--- src/rtl/rpw_pkg.sv ---
package rpw_pkg;
  typedef enum logic [1:0] {
    PS_DETACHED  = 2'b00,
    PS_DISABLED  = 2'b01,
    PS_ENABLED   = 2'b10,
    PS_SUSPENDED = 2'b11
  } port_state_e;

  localparam int CHG_N       = 4;
  localparam int IDX_CONN    = 0;
  localparam int IDX_OC      = 1;
  localparam int IDX_RESUME  = 2;
  localparam int IDX_PCD     = 3;

  // A port counts as attached in every state except detached.
  function automatic logic is_attached(port_state_e s);
    return s != PS_DETACHED;
  endfunction

  // Sticky flag: set dominates clear.
  function automatic logic sticky_next(logic q, logic set, logic clr);
    return set | (q & ~clr);
  endfunction

  // Enable bit: loss events dominate a grant; a grant needs an attached device.
  function automatic logic enable_next(logic q, logic lose, logic grant, logic attached);
    if (lose) return 1'b0;
    if (grant && attached) return 1'b1;
    return q;
  endfunction
endpackage

--- src/rtl/rpw_event_qual.sv ---
module rpw_event_qual
  import rpw_pkg::*;
(
  input  port_state_e state_i,
  input  logic        connect_i,
  input  logic        disconnect_i,
  input  logic        oc_live_i,
  input  logic        oc_prev_i,
  input  logic        resume_i,
  output logic        conn_hit_o,
  output logic        disc_hit_o,
  output logic        oc_hit_o,
  output logic        resume_hit_o
);
  always_comb begin
    conn_hit_o   = connect_i    && (state_i == PS_DETACHED);
    disc_hit_o   = disconnect_i && is_attached(state_i);
    oc_hit_o     = oc_live_i && !oc_prev_i && is_attached(state_i);
    resume_hit_o = resume_i     && (state_i == PS_SUSPENDED);
  end
endmodule

--- src/rtl/rpw_change_bits.sv ---
module rpw_change_bits
  import rpw_pkg::*;
#(
  parameter int N = CHG_N
) (
  input  logic         clk,
  input  logic         rst_n,
  input  logic [N-1:0] set_i,
  input  logic [N-1:0] clr_i,
  output logic [N-1:0] q_o
);
  for (genvar g = 0; g < N; g++) begin : g_flag
    always_ff @(posedge clk or negedge rst_n) begin
      if (!rst_n) q_o[g] <= 1'b0;
      else        q_o[g] <= sticky_next(q_o[g], set_i[g], clr_i[g]);
    end
  end
endmodule

--- src/rtl/rpw_wake_req.sv ---
module rpw_wake_req
  import rpw_pkg::*;
(
  input  logic clk,
  input  logic rst_n,
  input  logic conn_hit_i,
  input  logic disc_hit_i,
  input  logic oc_hit_i,
  input  logic wk_conn_en_i,
  input  logic wk_disc_en_i,
  input  logic wk_oc_en_i,
  input  logic ack_i,
  output logic wake_set_o,
  output logic wake_o
);
  assign wake_set_o = (conn_hit_i & wk_conn_en_i) |
                      (disc_hit_i & wk_disc_en_i) |
                      (oc_hit_i   & wk_oc_en_i);

  always_ff @(posedge clk or negedge rst_n) begin
    if (!rst_n) wake_o <= 1'b0;
    else        wake_o <= sticky_next(wake_o, wake_set_o, ack_i);
  end
endmodule

--- src/rtl/usb_rootport_wake.sv ---
module usb_rootport_wake
  import rpw_pkg::*;
(
  input  logic              clk,
  input  logic              rst_n,
  input  logic [1:0]        port_state_i,
  input  logic              connect_evt_i,
  input  logic              disconnect_evt_i,
  input  logic              overcurrent_i,
  input  logic              resume_k_i,
  input  logic              enable_grant_i,
  input  logic              wake_conn_en_i,
  input  logic              wake_disc_en_i,
  input  logic              wake_oc_en_i,
  input  logic              chg_int_en_i,
  input  logic              clr_we_i,
  input  logic [CHG_N-1:0]  clr_bits_i,
  input  logic              wake_ack_i,
  output logic              conn_sts_o,
  output logic              conn_chg_o,
  output logic              port_en_o,
  output logic              oc_act_o,
  output logic              oc_chg_o,
  output logic              force_resume_o,
  output logic              port_chg_det_o,
  output logic              irq_o,
  output logic              wake_req_o
);
  port_state_e      state;
  logic             conn_hit, disc_hit, oc_hit, resume_hit;
  logic             any_change, wake_set;
  logic             oc_q, conn_q, en_q;
  logic [CHG_N-1:0] chg_set, chg_clr, chg_q;

  assign state = port_state_e'(port_state_i);

  rpw_event_qual u_qual (
    .state_i      (state),
    .connect_i    (connect_evt_i),
    .disconnect_i (disconnect_evt_i),
    .oc_live_i    (overcurrent_i),
    .oc_prev_i    (oc_q),
    .resume_i     (resume_k_i),
    .conn_hit_o   (conn_hit),
    .disc_hit_o   (disc_hit),
    .oc_hit_o     (oc_hit),
    .resume_hit_o (resume_hit)
  );

  assign any_change = conn_hit | disc_hit | oc_hit | resume_hit;

  always_comb begin
    chg_set             = '0;
    chg_set[IDX_CONN]   = conn_hit | disc_hit;
    chg_set[IDX_OC]     = oc_hit;
    chg_set[IDX_RESUME] = resume_hit;
    chg_set[IDX_PCD]    = any_change;
    chg_clr             = clr_we_i ? clr_bits_i : '0;
  end

  rpw_change_bits #(.N(CHG_N)) u_chg (
    .clk   (clk),
    .rst_n (rst_n),
    .set_i (chg_set),
    .clr_i (chg_clr),
    .q_o   (chg_q)
  );

  rpw_wake_req u_wake (
    .clk          (clk),
    .rst_n        (rst_n),
    .conn_hit_i   (conn_hit),
    .disc_hit_i   (disc_hit),
    .oc_hit_i     (oc_hit),
    .wk_conn_en_i (wake_conn_en_i),
    .wk_disc_en_i (wake_disc_en_i),
    .wk_oc_en_i   (wake_oc_en_i),
    .ack_i        (wake_ack_i),
    .wake_set_o   (wake_set),
    .wake_o       (wake_req_o)
  );

  always_ff @(posedge clk or negedge rst_n) begin
    if (!rst_n) begin
      oc_q   <= 1'b0;
      conn_q <= 1'b0;
      en_q   <= 1'b0;
    end else begin
      oc_q <= overcurrent_i;
      if (disc_hit)      conn_q <= 1'b0;
      else if (conn_hit) conn_q <= 1'b1;
      en_q <= enable_next(en_q, disc_hit | oc_hit, enable_grant_i, conn_q);
    end
  end

  assign conn_sts_o     = conn_q;
  assign port_en_o      = en_q;
  assign oc_act_o       = oc_q;
  assign conn_chg_o     = chg_q[IDX_CONN];
  assign oc_chg_o       = chg_q[IDX_OC];
  assign force_resume_o = chg_q[IDX_RESUME];
  assign port_chg_det_o = chg_q[IDX_PCD];
  assign irq_o          = chg_q[IDX_PCD] & chg_int_en_i;
endmodule

--- config.mk ---
export PLATFORM = sky130hd
export DESIGN_NAME = usb_rootport_wake
export DESIGN_NICKNAME = d
export VERILOG_FILES = /design/src/rtl/rpw_pkg.sv /design/src/rtl/rpw_event_qual.sv /design/src/rtl/rpw_change_bits.sv /design/src/rtl/rpw_wake_req.sv /design/src/rtl/usb_rootport_wake.sv
export SDC_FILE = /design/constraint.sdc
export NUM_CORES = 1
export LEC_CHECK = 0
export BUFFER_PORTS_ARGS = -buffer_cell sky130_fd_sc_hd__buf_2
export CORE_AREA = 2 2 39 41
export CTS_CLUSTER_SIZE = 24
export DETAILED_ROUTE_END_ITERATION = 12
export DIE_AREA = 0 0 41 43
export PLACE_DENSITY = 0.63
export SETUP_SLACK_MARGIN = 0.15
export SLEW_MARGIN = 20
export SYNTH_ARGS = -nofsm -noshare
export SYNTH_HDL_FRONTEND = slang
export SYNTH_SLANG_ARGS = --single-unit
--- constraint.sdc ---
create_clock -name clk -period 0.9 [get_ports clk]
set_input_delay 0.045 -clock clk [delete_from_list [all_inputs] [get_ports clk]]
set_output_delay 0.045 -clock clk [all_outputs]
set_load 0.005 [all_outputs]
==> results of run 1 <==
==> final cells by class <==
type	count	area, sq um	area share, %
Sequential cell	8	200	35.1
Multi-Input combinational cell	28	163	28.5
Timing Repair Buffer	29	161	28.3
Clock buffer	3	22.5	3.95
Tap cell	16	20.0	3.51
Inverter	1	3.75	0.658
==> worst max-delay path, cell delays in order (launching register included) <==
cell	delay, ns
sky130_fd_sc_hd__dfrtp_1	0.38
sky130_fd_sc_hd__and2_4	0.14
sky130_fd_sc_hd__buf_6	0.10
==> logic make-up (layout without fill, tap and decap cells) <==
kind of cell    Yosys count  count (layout)  share of synthesized area (%)
buf+inv                   1              33                           1.06
flops                     8               8                           56.5
compound gates            6               6                           11.3
simple gates             22              22                           31.1
==> registers in the layout (all words and copies together), names as in the netlist <==
signal and count:
conn_sts_o 1, u_chg.q_o 4, u_wake.wake_o 1, oc_act_o 1
port_en_o 1
==> timing repair <==
item,4_1_cts,5_1_grt
resized for setup,1,3
setup endpoints to repair,13,13
cloned,0,0
hold endpoints to repair,9,0
pin swaps,1,0
hold buffers,2,0
==> stage by stage <==
step                      setup TNS (ns)  util, %  worst slack [ns]
after floorplan                        0        -            0.0665
after global placement                 0     37.3            0.0705
after detailed placement               0     37.3            0.0385
after CTS                        -0.0256     40.3           -0.0256
after global routing             -0.0930     41.2           -0.0668
final                            -0.0224     41.2           -0.0213
==> worst max path at each step <==
stage | to | slack, ns
after floorplan | port_en_o$_DFFE_PN0P_ | 0.07
after global routing | irq_o | -0.07
after CTS | irq_o | -0.03
final | irq_o | -0.02
after detailed placement | port_en_o$_DFFE_PN0P_ | 0.04
after global placement | port_en_o$_DFFE_PN0P_ | 0.07
==> power by group through the flow <==
stage / logic, uW / clock network [uW] / registers, uW
2_1_floorplan: 58.2 / 0 / 426
3_3_place_gp: 167 / 0 / 420
3_5_place_dp: 169 / 0 / 422
4_1_cts: 179 / 278 / 415
5_1_grt: 212 / 308 / 419
6_report: 185 / 273 / 415
==> cells in the final DEF, fill, tap and decap left out <==
cell type	instances
sky130_fd_sc_hd__buf_2	26
sky130_fd_sc_hd__o21ai_2	1
sky130_fd_sc_hd__and2_1	1
sky130_fd_sc_hd__o2111ai_1	1
sky130_fd_sc_hd__clkbuf_4	3
sky130_fd_sc_hd__nand3_1	3
sky130_fd_sc_hd__o21ai_0	1
sky130_fd_sc_hd__nand3b_1	1
sky130_fd_sc_hd__buf_6	1
sky130_fd_sc_hd__a21o_1	1
sky130_fd_sc_hd__nor2_2	1
sky130_fd_sc_hd__o211ai_1	1
sky130_fd_sc_hd__o22ai_2	1
sky130_fd_sc_hd__nand2_1	13
sky130_fd_sc_hd__and2_4	1
sky130_fd_sc_hd__dfrtp_1	8
sky130_fd_sc_hd__nor2b_4	1
sky130_fd_sc_hd__nand4_1	1
sky130_fd_sc_hd__inv_1	1
sky130_fd_sc_hd__dlygate4sd3_1	2
==> metal layers <==
| metal | GRT usage, % | up-vias |
|---|---|---|
| met5 | 0 | - |
| met4 | 8.00 | 0 |
| met3 | 4.71 | 4 |
| met2 | 20.6 | 26 |
| met1 | 14.0 | 168 |
| li1 | - | 190 |
==> load_flow_metrics.sql, run 1 <==
INSERT INTO impl_metrics (metric_group, metric, value, unit) VALUES
('grt', 'grt_first_pass_wirelength', '1490', 'um'),
('drt', 'remaining_antenna_violation_count', '0', ''),
('timing', 'grt_setup_unrepaired', 'true', ''),
('synthesis', 'synthMostInstantiatedCell', 'sky130_fd_sc_hd__nand2_1', ''),
('drt', 'num_vias', '388', ''),
('drt', 'detailedRoute.firstPassIterationCount', '2', ''),
('critical_path', 'worst_setup_path_startpoint', 'u_chg.q_o[3]$_DFF_PN0_', ''),
('synthesis', 'synth_top_area_share', '56.5', '%'),
('synthesis', 'synth_edf_count', '0', ''),
('cells_and_area', 'fraction_of_layout_cells_with_a_size_suffix_above_1', '50.7', '%'),
('min_path', 'worst_hold_startpoint', 'wake_ack_i', ''),
('pwr', 'cellPowerDensity', '1530', 'nW/um^2'),
('place', 'instance_area_after_placement', '515', 'sq um'),
('timing', 'setup_viol_count_final', '2', ''),
('critical_path', 'setup_crit_path_kind', 'reg2out', ''),
('grt', 'grt_pass1_vias', '388', ''),
('drt', 'wirelength', '1020', 'um'),
('floorplan', 'floorplan.die.width', '41', 'um'),
('critical_path', 'cp-start-kind', 'flip-flop', ''),
('place', 'gp_routability_congestion', '0.704', ''),
('flow_run', 'cap_violations', '0', ''),
('timing', 'layout_min_cycle_time', '0.921', 'ns'),
('cts', 'ctsLongestPathBuffers', '2', ''),
('pwr', 'ir_drop', '0.415', 'mV'),
('timing', 'worst-slew-pin-transition', '0.223', 'ns'),
('min_path', 'min-delay-path-class', 'in2reg', ''),
('drt', 'drt_first_iter_violations', '2', ''),
('timing', 'final_period_utilization', '102', '%'),
('pwr', 'power.switching', '223', 'uW'),
('pwr', 'p_int', '650', 'uW'),
('floorplan', 'row_count', '14', ''),
('critical_path', 'r2r-start', 'oc_act_o$_DFF_PN0_', ''),
('run_status', 'failed_checks', 'negative setup slack', ''),
('cells_and_area', 'layout.filler_cells', '154', ''),
('cts', 'tritoncts.num_buffers', '3', ''),
('pwr', 'clkPwrFrac', '31.2', '%'),
('critical_path', 'critical_path.reg2reg.endpoint', 'port_en_o$_DFFE_PN0P_', ''),
('timing', 'setup_ws', '-0.0213', 'ns'),
('grt', 'grt_antenna_before_repair', '0', ''),
('floorplan', 'chipHeight', '43', 'um'),
('synthesis', 'ys_async_sr_fraction', '100', '%'),
('cts', 'clk_pin_slew_worst_paths', '0.06', 'ns'),
('floorplan', 'io_pins', '28', ''),
('place', 'numPlacedInstances', '80', ''),
('grt', 'grtUsageTotal', '13.1', '%'),
('critical_path', 'r2r_setup_slack', '0', 'ns'),
('timing', 'max-slew-margin-rel', '85.0', '%'),
('synthesis', 'synth.area.top_cells', 'sky130_fd_sc_hd__dfrtp_1 (57%), sky130_fd_sc_hd__nand2_1 (14%), sky130_fd_sc_hd__nand3_1 (4.2%), sky130_fd_sc_hd__nor2b_4 (3.9%), sky130_fd_sc_hd__and2_1 (3.5%)', ''),
('run_status', 'outcome', 'finished with violations', ''),
('synthesis', 'synthDistinctLibCells', '14', ''),
('drt', 'wl_met2', '463', 'um'),
('place', 'hpwl', '785', 'um'),
('pwr', 'combPwrFrac', '21.2', '%'),
('drt', 'detail_route.wl_per_cell', '12.0', 'um'),
('critical_path', 'reg2reg_depth', '3', ''),
('cts', 'number_of_setup_buffers_added_after_cts', '0', ''),
('synthesis', 'postSynthNetCount', '56', ''),
('critical_path', 'critical_path.endpoint_type', 'output pin', ''),
('synthesis', 'ys_top_cells_by_count', 'sky130_fd_sc_hd__nand2_1 (13), sky130_fd_sc_hd__dfrtp_1 (8), sky130_fd_sc_hd__nand3_1 (3)', ''),
('grt', 'grt_start_max_net_pins', '9', ''),
('pwr', 'swShare', '25.6', '%'),
('drt', 'wl_met3', '122', 'um'),
('timing', 'timing_limited_maximum_frequency', '1090', 'MHz'),
('place', 'buffer_ports.inserted', '27', ''),
('drt', 'remaining_drc_errors', '0', ''),
('floorplan', 'placeableCoreArea', '1380', 'sq um'),
('synthesis', 'ys_ff_latch', '8', ''),
('synthesis', 'post_syn_instances', '37', ''),
('cells_and_area', 'final_area', '571', 'sq um'),
('timing', 'skew', '0.00177', 'ns'),
('cells_and_area', 'area_delta_synth_final', '61.1', '%');
Note: power is estimated with default switching activity, not from simulation.
==> run 2, diff against run 1 <==
--- a/config.mk
+++ b/config.mk
@@ -10,7 +10,7 @@
 export CTS_CLUSTER_SIZE = 24
 export DETAILED_ROUTE_END_ITERATION = 12
 export DIE_AREA = 0 0 41 43
-export PLACE_DENSITY = 0.63
+export PLACE_DENSITY = 0.65
 export SETUP_SLACK_MARGIN = 0.15
 export SLEW_MARGIN = 20
 export SYNTH_ARGS = -nofsm -noshare
==> constraint.sdc (replaced) <==
create_clock -name clk -period 0.8 [get_ports clk]
set_input_delay 0.04 -clock clk [delete_from_list [all_inputs] [get_ports clk]]
set_output_delay 0.04 -clock clk [all_outputs]
set_load 0.005 [all_outputs]
==> run 2 against run 1 <==
The flow still finishes with violations (negative setup slack). Register-to-register slack worse by 0.10 ns. Critical path depth unchanged. Sequential cell count unchanged. Cell area up 8.1%. Critical path type unchanged. Highest routed layer is now met3.
==> load_flow_metrics.sql, run 2 (synthesis results as in run 1) <==
INSERT INTO impl_metrics (metric_group, metric, value, unit) VALUES
('run_status', 'outcome', 'finished with violations', ''),
('run_status', 'failed_checks', 'negative setup slack', ''),
('critical_path', 'critPathMostFrequentCell', 'sky130_fd_sc_hd__buf_6', ''),
('pwr', 'power.switching', '246', 'uW'),
('timing', 'final_period_utilization', '116', '%'),
('flow_run', 'cap_violations', '0', ''),
('place', 'hpwl', '742', 'um'),
('floorplan', 'placeableCoreArea', '1380', 'sq um'),
('cells_and_area', 'area_delta_synth_final', '74.2', '%'),
('floorplan', 'row_count', '14', ''),
('cts', 'clock_latency_late_sink', '0.24', 'ns'),
('critical_path', 'sequence_of_cells_on_the_critical_path', 'buf_6 > buf_6', ''),
('timing', 'hold_viol_final', '0', ''),
('cts', 'cts.root.buffer_cell', 'sky130_fd_sc_hd__clkbuf_4', ''),
('grt', 'globalRouteOverflowTotal', '0', ''),
('floorplan', 'floorplan.die_area', '1760', 'sq um'),
('timing', 'layout_min_cycle_time', '0.925', 'ns'),
('drt', 'detail_route.wl_per_cell', '10.5', 'um'),
('drt', 'avgViaCountPerCell', '4.48', ''),
('grt', 'grt_pass1_vias', '365', ''),
('pwr', 'seq_power_share', '46.5', '%'),
('cells_and_area', 'layout.filler_cells', '141', ''),
('timing', 'grt_setup_unrepaired', 'true', ''),
('timing', 'max-slew-margin-rel', '79.0', '%'),
('min_path', 'hold_depth', '2', ''),
('cells_and_area', 'max_flop_register', 'u_chg.q_o', ''),
('cells_and_area', 'sequential_cell_area', '200', 'sq um'),
('cells_and_area', 'mostFrequentLayoutCell', 'sky130_fd_sc_hd__buf_2', ''),
('critical_path', 'path_max_fanout', '2', ''),
('cells_and_area', 'nets', '93', ''),
('timing', 'timing_max_transition_violations_final', '0', ''),
('timing', 'worst-slew-pin-transition', '0.312', 'ns'),
('drt', 'remaining_drc_errors', '0', ''),
('pwr', 'clkPwrFrac', '29.2', '%'),
('cts', 'tritoncts', 'yes', ''),
('place', 'pre_cts_slack', '-0.0617', 'ns'),
('critical_path', 'reg2reg_depth', '3', ''),
('floorplan', 'floorplan.die.width', '41', 'um'),
('critical_path', 'setup_crit_path_kind', 'reg2out', ''),
('grt', 'grtUsageTotal', '12.7', '%'),
('pwr', 'p_leak', '0.000333', 'uW'),
('cells_and_area', 'layout_common_cells', 'sky130_fd_sc_hd__buf_2 (25), sky130_fd_sc_hd__nand2_1 (12), sky130_fd_sc_hd__dfrtp_1 (8)', ''),
('cts', 'tritoncts.num_buffers', '3', ''),
('place', 'buffer_ports.inserted', '27', ''),
('pwr', 'combPwrFrac', '24.3', '%'),
('pwr', 'swShare', '24.5', '%'),
('critical_path', 'critical_path.endpoint_type', 'output pin', ''),
('drt', 'detailedRoute.firstPassIterationCount', '2', ''),
('critical_path', 'critical_path_required', '0.76', 'ns'),
('critical_path', 'crit_path_top_delay_cell', 'sky130_fd_sc_hd__dfrtp_1', ''),
('timing', 'timing_limited_maximum_frequency', '1080', 'MHz'),
('timing', 'skew', '0.00259', 'ns'),
('min_path', 'min-delay-path-class', 'in2reg', ''),
('cells_and_area', 'fraction_of_layout_cells_with_a_size_suffix_above_1', '54.2', '%'),
('place', 'gp_routability_congestion', '0.730', ''),
('cts', 'clk_pin_slew_worst_paths', '0.05', 'ns'),
('drt', 'drt_first_iter_violations', '5', ''),
('pwr', 'ir_drop', '0.650', 'mV'),
('timing', 'setup_ws', '-0.125', 'ns'),
('critical_path', 'cp-start-kind', 'flip-flop', ''),
('cells_and_area', 'flip_flop_count_of_the_largest_register_after_layout', '4', ''),
('pwr', 'cellPowerDensity', '1630', 'nW/um^2'),
('place', 'numPlacedInstances', '82', ''),
('floorplan', 'initial_core_util', '25.6', '%'),
('drt', 'num_vias', '394', ''),
('cts', 'clkSinkCount', '8', ''),
('cells_and_area', 'multi_input_area', '169', 'sq um'),
('drt', 'wirelength', '924', 'um'),
('grt', 'grt_first_pass_wirelength', '1410', 'um'),
('drt', 'remaining_antenna_violation_count', '0', ''),
('cts', 'cts_max_level', '1', ''),
('cells_and_area', 'finish.cell_count_without_fillers', '88', ''),
('floorplan', 'io_pins', '28', ''),
('critical_path', 'slowest_stage_delay_on_critical_path', '0.41', 'ns'),
('timing', 'setup_viol_count_final', '6', ''),
('grt', 'grt_antenna_before_repair', '0', ''),
('grt', 'grt_start_max_net_pins', '9', ''),
('cells_and_area', 'antennaDiodeCount', '0', ''),
('pwr', 'p_int', '758', 'uW'),
('floorplan', 'chipHeight', '43', 'um'),
('critical_path', 'worst_ep_arrival_time', '0.88', 'ns'),
('cts', 'ctsLongestPathBuffers', '2', '');
[run 2: changes by cell type in the layout (fill, tap and decap cells not counted)]
cell                        delta
sky130_fd_sc_hd__buf_6         +4
sky130_fd_sc_hd__buf_2         -1
sky130_fd_sc_hd__o2111ai_2     +1
sky130_fd_sc_hd__and2_1        +1
sky130_fd_sc_hd__nand2_1       -1
sky130_fd_sc_hd__nand2_2       +1
sky130_fd_sc_hd__o2111ai_1     -1
sky130_fd_sc_hd__and2_4        -1
[run 2: worst paths after layout]
kind                                         from                      end  slack (ns)
max                            oc_act_o$_DFF_PN0_                 oc_act_o       -0.12
min                                    wake_ack_i  u_wake.wake_o$_DFF_PN0_        0.02
max reg2reg                    oc_act_o$_DFF_PN0_    port_en_o$_DFFE_PN0P_       -0.10
min reg2reg                u_chg.q_o[2]$_DFF_PN0_   u_chg.q_o[2]$_DFF_PN0_        0.47
max in group asynchronous                   rst_n       oc_act_o$_DFF_PN0_        0.47
min in group asynchronous                   rst_n   conn_sts_o$_DFFE_PN0P_        0.17
[run 2: cell type report]
cell class / instances / area share (%)
Tap cell: 16 / 3.25
Inverter: 1 / 0.609
Clock buffer: 3 / 3.65
Timing Repair Buffer: 32 / 32.7
Multi-Input combinational cell: 28 / 27.4
Sequential cell: 8 / 32.5
[run 2: what timing repair did]
item | CTS | global route
endpoints found under the hold margin | 9 | 0
pin swaps | 2 | 1
gates resized for setup | 6 | 3
hold buffers | 2 | 0
setup buffers | 1 | 0
setup endpoints to repair | 14 | 15
[run 2: worst max-delay path, delay by kind of cell (launching register included)]
family	cells	cell delay, ns
flops	1	0.41
buf+inv	2	0.23
[run 2: per-layer routing]
layer	track usage [%]	routed length [um]
met3	4.71	106
met1	14.9	416
met4	10.0	0
met5	0	0
met2	17.5	402
[run 2: power by group through the flow]
stage,sequential (uW),clock (uW),combinational [uW]
floorplan,480,0,65.5
global placement,471,0,200
detailed placement,472,0,201
CTS,467,301,237
global route,473,327,280
finish,466,294,244
[run 2: per-stage QoR]
step,hold slack [ns],power (uW),util [%],cell area [sq um],setup TNS (ns)
after global routing,0.0256,1080,44.6,617,-0.912
after CTS,0.00953,1000,43.7,604,-0.437
after global placement,-0.110,671,38.3,531,-0.0325
after floorplan,-0.256,545,-,360,-0.0335
final,0.0180,1000,44.6,617,-0.448
after detailed placement,-0.110,673,38.3,531,-0.0617
